===== src/rtl/stencil3x3.sv =====
module stencil3x3 #(
  parameter int WIDTH  = 8,
  parameter int HEIGHT = 6,
  parameter int DW     = 12,
  parameter int CW     = 10
) (
  input  logic                        clk,
  input  logic                        rst,
  input  logic                        in_valid,
  output logic                        in_ready,
  input  logic                        in_sof,
  input  logic signed [DW-1:0]        in_data,
  input  logic        [9*CW-1:0]      in_coef,
  output logic                        out_valid,
  input  logic                        out_ready,
  output logic                        out_last,
  output logic signed [DW+CW+3:0]     out_data
);
  localparam int AW   = DW + CW + 4;
  localparam int N    = WIDTH * HEIGHT;
  localparam int TAPS = 2 * WIDTH + 3;
  localparam int CD   = WIDTH + 2;
  localparam int IW   = $clog2(N + WIDTH + 2);
  localparam int XW   = $clog2(WIDTH + 1);
  localparam int YW   = $clog2(HEIGHT + 1);

  logic signed [DW-1:0]   sr [TAPS];
  logic        [9*CW-1:0] cr [CD];
  logic [IW-1:0] cnt;
  logic          flushing, cv, clast;
  logic [XW-1:0] ccx;
  logic [YW-1:0] ccy;
  logic signed [AW-1:0] acc;

  wire          can_step = !cv || out_ready;
  wire          step     = can_step && (flushing || in_valid);
  wire [IW-1:0] inow     = (!flushing && in_sof) ? '0 : cnt;

  assign in_ready  = can_step && !flushing;
  assign out_valid = cv;
  assign out_last  = clast;
  assign out_data  = acc;

  always_ff @(posedge clk) begin
    if (rst) begin
      cnt <= '0; flushing <= 1'b0; cv <= 1'b0; clast <= 1'b0;
      ccx <= '0; ccy <= '0;
    end else if (step) begin
      if (inow == IW'(N + WIDTH)) begin
        cnt <= '0;
        flushing <= 1'b0;
      end else begin
        cnt <= inow + 1'b1;
        if (inow == IW'(N - 1)) flushing <= 1'b1;
      end
      cv    <= inow >= IW'(WIDTH + 1);
      clast <= inow == IW'(N + WIDTH);
      if (inow == IW'(WIDTH + 1)) begin
        ccx <= '0; ccy <= '0;
      end else if (ccx == XW'(WIDTH - 1)) begin
        ccx <= '0; ccy <= ccy + 1'b1;
      end else begin
        ccx <= ccx + 1'b1;
      end
    end else if (out_ready) begin
      cv <= 1'b0;
    end
  end

  always_ff @(posedge clk) begin
    if (step) begin
      sr[0] <= flushing ? '0 : in_data;
      cr[0] <= flushing ? '0 : in_coef;
      for (int t = 1; t < TAPS; t++) sr[t] <= sr[t-1];
      for (int t = 1; t < CD; t++)   cr[t] <= cr[t-1];
    end
  end

  always_comb begin
    acc = '0;
    for (int r = 0; r < 3; r++)
      for (int c = 0; c < 3; c++)
        if ((r != 0 || ccy != '0) && (r != 2 || ccy != YW'(HEIGHT - 1)) &&
            (c != 0 || ccx != '0) && (c != 2 || ccx != XW'(WIDTH - 1)))
          acc = acc + AW'(sr[(2 - r) * WIDTH + 2 - c]) *
                      AW'($signed(cr[CD-1][(r * 3 + c) * CW +: CW]));
  end
endmodule


===== config.mk =====
export PLATFORM = sky130hd
export DESIGN_NAME = stencil3x3
export DESIGN_NICKNAME = d
export VERILOG_FILES = /design/src/rtl/stencil3x3.sv
export SDC_FILE = /design/constraint.sdc
export NUM_CORES = 2
export LEC_CHECK = 0
export BUFFER_PORTS_ARGS = -buffer_cell sky130_fd_sc_hd__buf_4
export CAP_MARGIN = 20
export CELL_PAD_IN_SITES_DETAIL_PLACEMENT = 1
export CELL_PAD_IN_SITES_GLOBAL_PLACEMENT = 2
export CORE_ASPECT_RATIO = 1.5
export CORE_MARGIN = 5
export CORE_UTILIZATION = 35
export CTS_CLUSTER_DIAMETER = 50
export DETAILED_ROUTE_END_ITERATION = 8
export PLACE_DENSITY_LB_ADDON = 0.1
export SYNTH_ARGS = -nofsm -noshare
export SYNTH_HDL_FRONTEND = slang
export SYNTH_SLANG_ARGS = --single-unit

===== constraint.sdc =====
create_clock -name clk -period 50.5 [get_ports clk]
set_clock_uncertainty 0.1 [all_clocks]
set_input_delay 12.625 -clock clk [delete_from_list [all_inputs] [get_ports clk]]
set_output_delay 12.625 -clock clk [all_outputs]
set_load 0.01 [all_outputs]

After elaboration in Yosys (flattened, before gate mapping)
Memories as Yosys holds them, arrays and structs flattened.
Cells that the tools add are included.

word-level totals
  bits in registers = 16
  bits in latches = 0
  RAM bits = 1128
  bits in read-only memories = 0
  bits of input ports = 107
  output and inout bits = 29
  memories kept = 2

memory list
  memory  depth  bits a word  rd ports  clocked after Yosys merged registers in  write ports  RTL line  RTL
  cr      10     90           10        0                                        10           28        logic [9*CW-1:0] cr [CD];
  sr      19     12           19        0                                        19           27        logic signed [DW-1:0] sr [TAPS];

cells by class
  add/sub/neg operators = 11
  $mul = 9
  div/mod/pow operators = 0
  $lt $le $gt $ge = 1
  equality and inequality tests = 6
  shifts and indexed selects = 0
  muxes and demuxes = 22
  bitwise gates (word level) = 0
  reduce and logical (&&, ||, !) cells = 18

operator list
  operator                                                                             number
  26-bit by 22-bit adder with 26-bit output                                            8
  26-bit two-way mux                                                                   8
  12-bit by 10-bit multiplier with 22-bit output                                       9
  90-bit two-way mux                                                                   1
  6-bit == test, second input constant                                                 2
  12-bit two-way mux                                                                   1
  6-bit two-way mux                                                                    2
  4-bit two-way mux                                                                    2
  1-bit logical AND                                                                    7
  6-bit by 1-bit adder with 6-bit output, second input constant                        1
  6-bit by 4-bit == test with 1-bit output, second input constant                      1
  6-bit by 4-bit greater-or-equal comparator with 1-bit output, second input constant  1
  1-bit two-way mux                                                                    6
  3-bit two-way mux                                                                    2
  2-bit nonzero test                                                                   3
  4-bit by 1-bit adder with 4-bit output, second input constant                        1
  4-bit by 3-bit == test with 1-bit output, second input constant                      1
  4-bit by 3-bit inequality test with 1-bit output, second input constant              1
  2-bit AND reduction                                                                  2
  4-bit nonzero test                                                                   1
  3-bit by 1-bit adder with 3-bit output, second input constant                        1
  3-bit inequality test, second input constant                                         1
  3-bit nonzero test                                                                   1
  1-bit zero test                                                                      2
  1-bit logical OR                                                                     2

Logic depth before layout (Yosys ltp)
  word-level depth = 18
  mapped depth = 132
  mapped depth without buffers = 131

Worst setup path after synthesis
OpenSTA, ideal clock, no wires.

  path type = input-to-reg
  start point = in out_ready
  end point = mem cr[0][0] (netlist bit) (enable)
  setup time = 8.653 ns
  arrival = 33.483 ns
  path slack = 8.264 ns
  cell stages on the path = 4
  path through = nor2b_1 or2_2 clkbuf_1 clkinv_1

RTL lines
  what         RTL line  RTL
  from (decl)  15        input logic out_ready,
  to (decl)    28

==> qor.csv <==
metric,value,unit
status,finished clean,
cts_tree,built,
grt_pass1_vias,59700,
firstDrtPassIters,4,
wire_per_inst,20.6,µm
numCtsBuffers,117,
busiest_layer,met2,
crit_top_cell,fa_1,
ys_types,69,
use_met2,38.2,%
crit_path_end_kind,output pin,
synthMuxAreaShare,0.333,%
clock.fmax,0.0212,GHz
cts-root-buf,clkbuf_16,
n_fill_cell,26500,
fin_nets,9240,
rsz0062_at_grt,false,
worstMarginPinSlew,1080,ps
fin_tns_setup,0,ps
clk_pin_slew_worst_paths,70,ps
synth-main-ff-cell,edfxtp_1,
vias_per_cell,4.68,
crit_path_max_incr_delay,810,ps
io_buffers,135,
use_met1,16.6,%
reg2reg_setup_slack,43670,ps
num_vias,49900,
synth_compound_area_share,4.01,%
drive_gt1_share,5.30,%
required,37780,ps
slew_headroom,27.9,%
yosys-top-cells-area,"edfxtp_1, fa_1, ha_1",
synth_enable_flop_cells,1128,
die_height,621,µm
area_growth,9.74,%
synthAdderAreaFrac,37.0,%
synth_warnings,0,
clkSinkCount,1144,
fp.dieW,418,µm
grt-ovfl-total,0,
slowest_stage,o21ai_0,
clk_latency,790,ps
place_area,91800,µm²
setup_viol,0,
min_period_over_period,93.5,%
synth_seq_cells,1144,
drc,0,
final_area,95700,µm²
ys_seq_area_share,39.2,%
grt_max_degree,163,
drt-total-wl,220000,µm
multi_input_area,46500,µm²
synth_top_area_cell,edfxtp_1,
layout_setup_ws,3290,ps
synth.avg_cell_area,12.0,µm²
ant_nets,0,
path_max_fanout,12,
cts_resized,0,
register_area,34200,µm²
synthArstFlopShare,0,%
antenna_found_initial,1,
post_synth_and_or_nand_nor_area_fraction,9.83,%
start_util,35.2,%
dieArea,259000,µm²
rows,224,
cp.buffers_inverters,25,
cts.hold.buffers_added,0,
synth_area,87200,µm²
finalWorstPathRequiredPeriod,47210,ps
crit_type,reg -> out,
clock_path_buffers,3,
io_pins,136,
drtIter0Drc,1850,
use_met3,1.41,%
startpoint_type,flop,
grtUsageTotal,17.5,%
crit_family,adder cells,
netlist_instances,7249,
place_congestion,0.837,
hold_violations,0,
pre_cts_ws,3620,ps
h-tree-depth,3,
syn-num-nets,9190,
synth_xor_area_share,2.18,%
hold_path.class,reg -> reg,
crit_arrival,34480,ps
grt_pass1_wl,349000,µm
post_cts_buffers,0,
yosys.area.top_type_share,38.8,%
synth_top_family_by_area,adder cells,
dp_hpwl,185000,µm
core-area,248000,µm²
max-cap-violations,0,
drv_slew,0,
==> state kept, by name, summed over array words and instances, names as in the netlist <==
| signal | cells |
|---|---|
| cr | 900 |
| sr | 228 |
| cnt | 6 |
| ccx | 4 |
| ccy | 3 |
| flushing | 1 |
| out_last | 1 |
| out_valid | 1 |
==> final timing paths <==
check                         from             endpoint  cells after the start
min            cr[6][47]$_DFFE_PP_  cr[7][47]$_DFFE_PP_                      0
max             cr[9][1]$_DFFE_PP_         out_data[25]                    124
max reg2reg  flushing$_SDFFE_PP0P_  cr[6][86]$_DFFE_PP_                      8
min reg2reg    cr[6][47]$_DFFE_PP_  cr[7][47]$_DFFE_PP_                      0
==> per-layer routing <==
metal,wire (µm),up-vias
li1,-,22900
met1,71600,26300
met2,138000,441
met3,3270,306
met4,7450,0
met5,0,-
==> logic make-up (layout without fill, tap and decap cells) <==
group,Yosys count,after routing
flip-flops,1144,1144
AND/OR/NAND/NOR,1729,1729
multiplexers,28,28
other,0,1
XOR/XNOR,217,217
buffers and inverters,1732,1880
AO/OA/AOI/OAI,565,565
adder cells (fa/ha/maj),1834,1834
==> synthesized netlist by cell type, types with 5 or more instances <==
cell type,n
o2111ai_1,5
o211ai_1,8
or4_1,5
a21boi_0,6
xor2_1,56
o31ai_1,10
o41ai_1,5
nand4_1,12
and2_1,467
nor3_1,30
nor2b_1,122
dfxtp_1,16
mux2i_1,20
a22o_1,8
nand2_1,703
clkbuf_1,245
nand3_1,34
a221oi_1,6
or2_2,7
a31oi_1,15
o21ai_0,112
edfxtp_1,1128
nor4_1,7
xnor2_1,161
a211o_1,5
o21a_1,26
nand2b_1,127
mux2_2,8
a211oi_1,14
nor2_1,174
fa_1,1240
o21bai_1,26
o21ai_1,8
buf_1,5
inv_1,1480
or3_1,8
and3_1,21
ha_1,594
a21oi_1,208
a21o_1,66
==> final cells by class <==
cell class / instances / share of cell area, %
Multi-Input combinational cell: 4373 / 48.6
Clock inverter: 80 / 0.953
Timing Repair Buffer: 182 / 1.46
Antenna cell: 1 / 0.00261
Clock buffer: 137 / 3.14
Tap cell: 3277 / 4.28
Inverter: 1481 / 5.82
Sequential cell: 1144 / 35.7
==> through the flow <==
step,util (%),hold slack [ps],cells
2_1_floorplan,-,300,7249
3_3_place_gp,37.0,301,10500
3_5_place_dp,37.0,305,10500
4_1_cts,38.6,223,10700
5_1_grt,38.6,230,10700
6_report,38.6,236,10700
==> cells in the final DEF, fill, tap and decap left out, drive strengths merged, types with 66 or more instances in the layout <==
| master | count |
|---|---|
| a21o | 66 |
| a21oi | 209 |
| and2 | 467 |
| buf | 182 |
| clkbuf | 137 |
| edfxtp | 1128 |
| fa | 1240 |
| ha | 594 |
| inv | 1499 |
| nand2 | 703 |
| nand2b | 127 |
| nor2 | 174 |
| nor2b | 122 |
| o21ai | 120 |
| xnor2 | 161 |
Power is not shown: default switching activity piles up to over one toggle a cycle in this logic, so the estimate is an artifact.
